File: src/rtl/cq_gate_pkg.sv
package cq_gate_pkg;

    typedef enum logic [1:0] {
        SC_NONE    = 2'd0,
        SC_MOVETO  = 2'd1,
        SC_REFETCH = 2'd2,
        SC_STORE   = 2'd3
    } ser_class_e;

    typedef enum logic [1:0] {
        HS_EMPTY = 2'd0,
        HS_FRESH = 2'd1,
        HS_AGED  = 2'd2
    } head_state_e;

    // Ring pointer advance by n slots, depth need not be a power of two.
    function automatic int ring_add(input int p, input int n, input int depth);
        int s;
        s = p + n;
        if (s >= depth) s = s - depth;
        return s;
    endfunction

endpackage

File: src/rtl/cq_entry_store.sv
module cq_entry_store
    import cq_gate_pkg::*;
#(
    parameter int DEPTH = 8,
    parameter int AW    = 32,
    localparam int IW   = $clog2(DEPTH),
    localparam int CW   = $clog2(DEPTH + 1)
) (
    input  logic                     clk,
    input  logic                     rst_n,
    input  logic                     alloc_en,
    input  logic [1:0]               alloc_cls,
    input  logic                     alloc_only,
    input  logic [AW-1:0]            alloc_pc,
    input  logic                     fin_valid,
    input  logic [IW-1:0]            fin_idx,
    input  logic [1:0]               retire_n,
    input  logic                     flush,
    output logic [DEPTH-1:0]         valid_o,
    output logic [DEPTH-1:0]         done_o,
    output logic [DEPTH-1:0][1:0]    cls_o,
    output logic [DEPTH-1:0]         only_o,
    output logic [DEPTH-1:0][AW-1:0] pc_o,
    output logic [IW-1:0]            head_o,
    output logic [IW-1:0]            tail_o,
    output logic [CW-1:0]            count_o,
    output logic [CW-1:0]            count_nxt_o
);

    logic [DEPTH-1:0]         valid_q;
    logic [DEPTH-1:0]         done_q;
    logic [DEPTH-1:0][1:0]    cls_q;
    logic [DEPTH-1:0]         only_q;
    logic [DEPTH-1:0][AW-1:0] pc_q;
    logic [IW-1:0]            head_q;
    logic [IW-1:0]            tail_q;
    logic [CW-1:0]            count_q;
    logic [IW-1:0]            head_nxt;

    assign head_nxt    = IW'(ring_add(int'(head_q), int'(retire_n), DEPTH));
    assign count_nxt_o = flush ? '0 : (count_q - CW'(retire_n) + CW'(alloc_en));

    always_ff @(posedge clk or negedge rst_n) begin
        if (!rst_n) begin
            valid_q <= '0;
            done_q  <= '0;
            head_q  <= '0;
            tail_q  <= '0;
            count_q <= '0;
        end else begin
            for (int r = 0; r < 2; r++) begin
                if (r < int'(retire_n)) begin
                    valid_q[IW'(ring_add(int'(head_q), r, DEPTH))] <= 1'b0;
                end
            end
            if (fin_valid && valid_q[fin_idx]) begin
                done_q[fin_idx] <= 1'b1;
            end
            if (alloc_en) begin
                valid_q[tail_q] <= 1'b1;
                done_q[tail_q]  <= 1'b0;
            end
            if (flush) begin
                valid_q <= '0;
            end
            head_q  <= head_nxt;
            tail_q  <= flush ? head_nxt
                     : alloc_en ? IW'(ring_add(int'(tail_q), 1, DEPTH)) : tail_q;
            count_q <= count_nxt_o;
        end
    end

    always_ff @(posedge clk) begin
        if (alloc_en) begin
            cls_q[tail_q]  <= alloc_cls;
            only_q[tail_q] <= alloc_only;
            pc_q[tail_q]   <= alloc_pc;
        end
    end

    assign valid_o = valid_q;
    assign done_o  = done_q;
    assign cls_o   = cls_q;
    assign only_o  = only_q;
    assign pc_o    = pc_q;
    assign head_o  = head_q;
    assign tail_o  = tail_q;
    assign count_o = count_q;

    // A refetch discards every younger entry: queue is empty next cycle.
    assert_flush_drains_R9: assert property (@(posedge clk) disable iff (!rst_n)
        flush |=> (count_q == '0) && (valid_q == '0));

    // Occupancy counter and valid vector stay consistent.
    assert_count_match_R2: assert property (@(posedge clk) disable iff (!rst_n)
        int'(count_q) == $countones(valid_q));

endmodule

File: src/rtl/cq_head_fsm.sv
module cq_head_fsm
    import cq_gate_pkg::*;
(
    input  logic clk,
    input  logic rst_n,
    input  logic nxt_nonempty,
    input  logic head_moves,
    output logic head_aged
);

    head_state_e hs_q, hs_d;

    always_ff @(posedge clk or negedge rst_n) begin
        if (!rst_n) hs_q <= HS_EMPTY;
        else        hs_q <= hs_d;
    end

    always_comb begin
        hs_d = hs_q;
        unique case (hs_q)
            HS_EMPTY: hs_d = nxt_nonempty ? HS_FRESH : HS_EMPTY;
            HS_FRESH,
            HS_AGED: begin
                if (!nxt_nonempty)   hs_d = HS_EMPTY;
                else if (head_moves) hs_d = HS_FRESH;
                else                 hs_d = HS_AGED;
            end
            default: hs_d = HS_EMPTY;
        endcase
    end

    assign head_aged = (hs_q == HS_AGED);

    // Aged state is only reachable through a non-empty cycle.
    assert_aged_path_R4: assert property (@(posedge clk) disable iff (!rst_n)
        (hs_q == HS_AGED) |-> ($past(hs_q) != HS_EMPTY));

endmodule

File: src/rtl/cq_retire_logic.sv
module cq_retire_logic
    import cq_gate_pkg::*;
#(
    parameter int AW         = 32,
    parameter int INSN_BYTES = 4
) (
    input  logic          v0,
    input  logic          f0,
    input  logic [1:0]    cls0,
    input  logic [AW-1:0] pc0,
    input  logic          v1,
    input  logic          f1,
    input  logic [1:0]    cls1,
    input  logic          only1,
    input  logic [AW-1:0] pc1,
    output logic [1:0]    retire_n,
    output logic          store_commit,
    output logic          flush,
    output logic [AW-1:0] flush_pc
);

    ser_class_e k0, k1;
    logic       c0, c1;
    logic       block1;

    assign k0 = ser_class_e'(cls0);
    assign k1 = ser_class_e'(cls1);

    always_comb begin
        c0     = v0 && f0;
        block1 = 1'b0;
        unique case (k0)
            SC_REFETCH: block1 = 1'b1;
            SC_STORE:   block1 = (k1 == SC_STORE);
            default:    block1 = 1'b0;
        endcase
        if (k1 == SC_STORE && only1) block1 = 1'b1;
        c1 = c0 && v1 && f1 && !block1;
    end

    always_comb begin
        retire_n     = {1'b0, c0} + {1'b0, c1};
        store_commit = (c0 && k0 == SC_STORE) || (c1 && k1 == SC_STORE);
        flush        = 1'b0;
        flush_pc     = '0;
        if (c1 && k1 == SC_REFETCH) begin
            flush    = 1'b1;
            flush_pc = pc1 + AW'(INSN_BYTES);
        end else if (c0 && k0 == SC_REFETCH) begin
            flush    = 1'b1;
            flush_pc = pc0 + AW'(INSN_BYTES);
        end
    end

endmodule

File: src/rtl/cq_serial_gate.sv
module cq_serial_gate
    import cq_gate_pkg::*;
#(
    parameter int DEPTH      = 8,
    parameter int AW         = 32,
    parameter int INSN_BYTES = 4,
    localparam int IW        = $clog2(DEPTH),
    localparam int CW        = $clog2(DEPTH + 1)
) (
    input  logic             clk,
    input  logic             rst_n,
    input  logic             disp_valid,
    input  logic [1:0]       disp_class,
    input  logic             disp_oldest_only,
    input  logic [AW-1:0]    disp_pc,
    output logic             disp_ready,
    output logic [IW-1:0]    disp_tag,
    input  logic             fin_valid,
    input  logic [IW-1:0]    fin_tag,
    output logic [DEPTH-1:0] exec_en,
    output logic [1:0]       cmp_count,
    output logic             store_commit,
    output logic             flush_req,
    output logic [AW-1:0]    flush_pc
);

    logic [DEPTH-1:0]         valid;
    logic [DEPTH-1:0]         done;
    logic [DEPTH-1:0][1:0]    cls;
    logic [DEPTH-1:0]         only;
    logic [DEPTH-1:0][AW-1:0] pc;
    logic [IW-1:0]            head;
    logic [IW-1:0]            tail;
    logic [IW-1:0]            pos1;
    logic [CW-1:0]            count;
    logic [CW-1:0]            count_nxt;
    logic                     alloc_en;
    logic                     head_aged;
    logic [DEPTH-1:0]         moveto_mask;

    assign pos1       = IW'(ring_add(int'(head), 1, DEPTH));
    assign disp_ready = (count != CW'(DEPTH)) && !flush_req;
    assign alloc_en   = disp_valid && disp_ready;
    assign disp_tag   = tail;

    cq_entry_store #(.DEPTH(DEPTH), .AW(AW)) u_store (
        .clk         (clk),
        .rst_n       (rst_n),
        .alloc_en    (alloc_en),
        .alloc_cls   (disp_class),
        .alloc_only  (disp_oldest_only),
        .alloc_pc    (disp_pc),
        .fin_valid   (fin_valid),
        .fin_idx     (fin_tag),
        .retire_n    (cmp_count),
        .flush       (flush_req),
        .valid_o     (valid),
        .done_o      (done),
        .cls_o       (cls),
        .only_o      (only),
        .pc_o        (pc),
        .head_o      (head),
        .tail_o      (tail),
        .count_o     (count),
        .count_nxt_o (count_nxt)
    );

    cq_head_fsm u_head (
        .clk          (clk),
        .rst_n        (rst_n),
        .nxt_nonempty (count_nxt != '0),
        .head_moves   (cmp_count != 2'd0),
        .head_aged    (head_aged)
    );

    cq_retire_logic #(.AW(AW), .INSN_BYTES(INSN_BYTES)) u_retire (
        .v0           (valid[head]),
        .f0           (done[head]),
        .cls0         (cls[head]),
        .pc0          (pc[head]),
        .v1           (valid[pos1]),
        .f1           (done[pos1]),
        .cls1         (cls[pos1]),
        .only1        (only[pos1]),
        .pc1          (pc[pos1]),
        .retire_n     (cmp_count),
        .store_commit (store_commit),
        .flush        (flush_req),
        .flush_pc     (flush_pc)
    );

    for (genvar i = 0; i < DEPTH; i++) begin : g_exec
        logic is_moveto;
        assign is_moveto      = (ser_class_e'(cls[i]) == SC_MOVETO);
        assign moveto_mask[i] = valid[i] && is_moveto;
        assign exec_en[i]     = valid[i] && !done[i]
                              && (!is_moveto || (head == IW'(i) && head_aged));
    end

    // Completion begins only at a present, finished oldest entry.
    assert_head_finished_R5: assert property (@(posedge clk) disable iff (!rst_n)
        (cmp_count != 2'd0) |-> (valid[head] && done[head]));

    // Never two store completions together.
    assert_one_store_R6: assert property (@(posedge clk) disable iff (!rst_n)
        (cmp_count == 2'd2) |->
            !(ser_class_e'(cls[head]) == SC_STORE && ser_class_e'(cls[pos1]) == SC_STORE));

    // Oldest-only store never completes from the second slot.
    assert_oldest_only_R7: assert property (@(posedge clk) disable iff (!rst_n)
        (cmp_count == 2'd2) |-> !(only[pos1] && ser_class_e'(cls[pos1]) == SC_STORE));

    // A commit strobe always accompanies a completion.
    assert_commit_retires_R8: assert property (@(posedge clk) disable iff (!rst_n)
        store_commit |-> (cmp_count != 2'd0));

    // Full queue refuses dispatch.
    assert_full_blocks_R2: assert property (@(posedge clk) disable iff (!rst_n)
        (count == CW'(DEPTH)) |-> !disp_ready);

    // A move-to starts only after a full cycle as oldest with no retirement.
    assert_moveto_waits_R4: assert property (@(posedge clk) disable iff (!rst_n)
        (|(exec_en & moveto_mask)) |->
            ($past(count) != '0 && $past(cmp_count) == 2'd0 && !$past(flush_req)));

endmodule

File: config.mk
export PLATFORM = sky130hd
export DESIGN_NAME = cq_serial_gate
export DESIGN_NICKNAME = d
export VERILOG_FILES = /design/src/rtl/cq_gate_pkg.sv /design/src/rtl/cq_entry_store.sv /design/src/rtl/cq_head_fsm.sv /design/src/rtl/cq_retire_logic.sv /design/src/rtl/cq_serial_gate.sv
export SDC_FILE = /design/constraint.sdc
export NUM_CORES = 1
export LEC_CHECK = 0
export BUFFER_PORTS_ARGS = -buffer_cell sky130_fd_sc_hd__buf_2
export CAP_MARGIN = 20
export CELL_PAD_IN_SITES_DETAIL_PLACEMENT = 1
export CELL_PAD_IN_SITES_GLOBAL_PLACEMENT = 2
export CORE_ASPECT_RATIO = 0.75
export CORE_MARGIN = 5
export CORE_UTILIZATION = 50
export CTS_BUF_LIST = sky130_fd_sc_hd__clkbuf_16
export DETAILED_ROUTE_END_ITERATION = 8
export PLACE_DENSITY_LB_ADDON = 0.25
export SYNTH_ARGS = -nofsm -noshare
export SYNTH_HDL_FRONTEND = slang
export SYNTH_HIERARCHICAL = 1
export SYNTH_SLANG_ARGS = --single-unit
File: constraint.sdc
create_clock -name clk -period 15.03 [get_ports clk]
set_input_delay 0.7515 -clock clk [delete_from_list [all_inputs] [get_ports clk]]
set_output_delay 0.7515 -clock clk [all_outputs]
set_load 0.05 [all_outputs]
==> summary.txt <==
outcome = completed
clock tree buffer depth = 3
Worst slew margin = 0.3720
cts repair resizes = 0
Setup TNS Final = 0 ns
number of global-route vias before repair = 10060
Final Skew = 0.01653 ns
DRT Wirelength = 41.70 mm
Worst R2R Setup Slack = 9.18 ns
pin count of the biggest net entering global routing = 63
cell taking the most area after synthesis = edfxtp_1
die width = 217.0 um
Period Utilization, post-route = 0.4270
cells along the critical path = buf_4, buf_4, mux4_2, mux2_2, nand4_1, nor4_1, nand2_1, or4_1, o211ai_2, buf_2
#FFs+latches synth = 308
Mapped Cells = 951
fin. max-slew vios = 0
post-synth cell types = 63
clock sinks = 308
Final nets = 1102
Worst VDD drop = 0.1324 mV
Ys Warns = 6
Setup Crit Path Kind = register to primary output
Max-cap violations = 0
area grow syn2layout = 11.92%
Worst R2R End = u_head/hs_q[1]
Tot GR Track Use = 0.2374
Core Area = 0.03146 mm^2
cts bufs inserted = 34
Worst Path Arrival = 5.67 ns
RSZ-0062 raised after global routing = false
Post-synth EDFFs = 280
Critical Path Sink Type = primary output
io pins = 90
PortBufs = 89
slowest CP cell = dfrtp_4
Main synth FF type = edfxtp_1
diode count = 0
setup repair bufs after CTS = 0
HP Class = input pin to async pin
Worst EP required = 14.28 ns
Largest stage delay, worst path = 1.03 ns
effective utilization at floorplan = 0.5108
share of post-route cells with drive strength above 1 = 0.3830
CTS tree = built
die footprint = 0.03586 mm^2
Antenna Nets Post-Route = 0
global-route wire length before repair = 64.11 mm
initial antenna violation count = 0
top post-synthesis cells by count = edfxtp_1 (280), mux4_2 (146), mux2_2 (73)
Setup Viol. Count Final = 0
Post-Syn Area = 0.01607 mm^2
placer congestion estimate = 0.8351
R2R depth = 16
synth top area cells = edfxtp_1 (52%), mux4_2 (20%), mux2_2 (5.1%)
Syn Nets = 1016
via/cell ratio = 6.483
total grt overflow = 0
Peak Freq = 0.1558 GHz
placed cell count = 1407
RR Startpoint = u_store/head_o[0]
sequential share of the synthesized area = 0.5668
clock root buffer = clkbuf_16
cts hold-fix bufs = 0
final core utilization = 0.5717
Crit Path Max Fanout = 62
fill count = 2866
H-tree depth = 2
Rows = 56
crit start category = register
Die Ht = 165.3 um
Post-DP HPWL = 25.98 mm
Avg Cell Area, Syn = 16.90 um^2
share of flip-flops with an asynchronous set or reset = 0.09091
Worst Max-Slew Pin Slew = 0.9421 ns
vias = 9504
Min Clock Period, post-route = 6.418 ns
cell mode on critical path = buf_4
DR pass1 iterations = 5
final worst slack = 8.612 ns
Final Hold Viols = 0
DRC viols = 0
Non-Filler Instances = 1466
Pwr Density = 240.3 mW/mm^2
pre-CTS setup slack = 9.122 ns
Yosys top cell area share = 0.5232
Routed wire per std cell = 28.45 um
Initial DRC Count = 827
Leak = 6.099 nW
clk_lat worst skew = 0.52 ns
count leader, synth = edfxtp_1
clock slew at reported path FFs = 0.06 ns
## area by class of cell
class | count | area [um^2] | area share
Timing Repair Buffer | 107 | 580.6 | 0.03228
Sequential cell | 308 | 9116 | 0.5069
Inverter | 40 | 150.1 | 0.008348
Clock buffer | 37 | 925.9 | 0.05148
Multi-Input combinational cell | 546 | 6526 | 0.3629
Clock inverter | 22 | 178.9 | 0.009948
Tap cell | 406 | 508.0 | 0.02824
## layer usage
metal	vias up	global-route usage	routed length, um
li1	4082	-	-
met1	5086	0.3534	19080
met2	280	0.3736	19570
met3	56	0.04502	2443
met4	0	0.04709	609
met5	-	0	0
## worst max-delay path, delay by kind of cell (launching register included)
| family | cells | cell delay, ns |
|---|---|---|
| multiplexers | 2 | 0.63 |
| flip-flops | 1 | 1.03 |
| buffers and inverters | 3 | 1.80 |
| AND/OR/NAND/NOR | 4 | 1.43 |
| AO/OA/AOI/OAI | 1 | 0.14 |
## kinds of logic (layout without fill, tap and decap cells)
| logic type | Yosys count | in the layout | share of synthesized area |
|---|---|---|---|
| and+or+nand+nor | 177 | 177 | 0.06571 |
| xor gates and xnor gates | 61 | 61 | 0.03371 |
| AOI/OAI and AO/OA | 66 | 66 | 0.02998 |
| adders and majority gates | 23 | 23 | 0.01884 |
| DFF | 308 | 308 | 0.5668 |
| muxes | 219 | 219 | 0.2558 |
| buffers and inverters | 97 | 206 | 0.02920 |
## report_power, final
part	leakage [nW]	total, W	switching, W	internal [W]
sequential	2.88	0.00128	0.000173	0.00111
combinational	2.67	0.00221	0.00122	0.000990
clock	0.555	0.000831	0.000336	0.000494
total	6.10	0.00432	0.00173	0.00259
## state kept, by name, summed over array words and instances (netlist names)
register         cells
u_store/done_o       8
u_store/head_o       3
u_store/tail_o       3
u_store/cls_o       16
u_store/pc_o       256
u_store/valid_o      8
u_store/count_o      4
u_head/hs_q          2
u_store/only_o       8
## per-stage QoR
stage	hold slack (ns)	total power, W	instance area, um^2
floorplan	0.4559	0.002970	16070
global placement	0.5253	0.003466	16880
detailed placement	0.5482	0.003498	16880
CTS	0.2813	0.004356	17990
global route	0.3248	0.004573	17990
finish	0.2791	0.004322	17990
## how the worst max path moves through the flow
stage	from	endpoint	slack (ns)	cells past startpoint
finish	u_store/head_o[0]	flush_pc[31]	8.61	10
global route	u_store/head_o[0]	flush_pc[31]	8.11	10
CTS	u_store/head_o[0]	flush_pc[31]	8.54	10
detailed placement	u_store/head_o[0]	flush_pc[31]	9.12	10
global placement	u_store/head_o[0]	flush_pc[31]	9.24	10
floorplan	u_store/head_o[2]	u_store/cls_o[2]	8.05	16
## cells in the final DEF (no fill, tap or decap), types with 22 or more instances in the layout
cell,n
buf_2,89
clkbuf_16,37
dfrtp_1,26
edfxtp_1,280
inv_1,43
mux2_2,73
mux4_2,146
nand2_1,24
nand3_1,29
nand4_1,22
nor2_1,28
o22ai_1,28
xnor2_1,23
xor2_1,37
(Power assumes the default switching activity.)
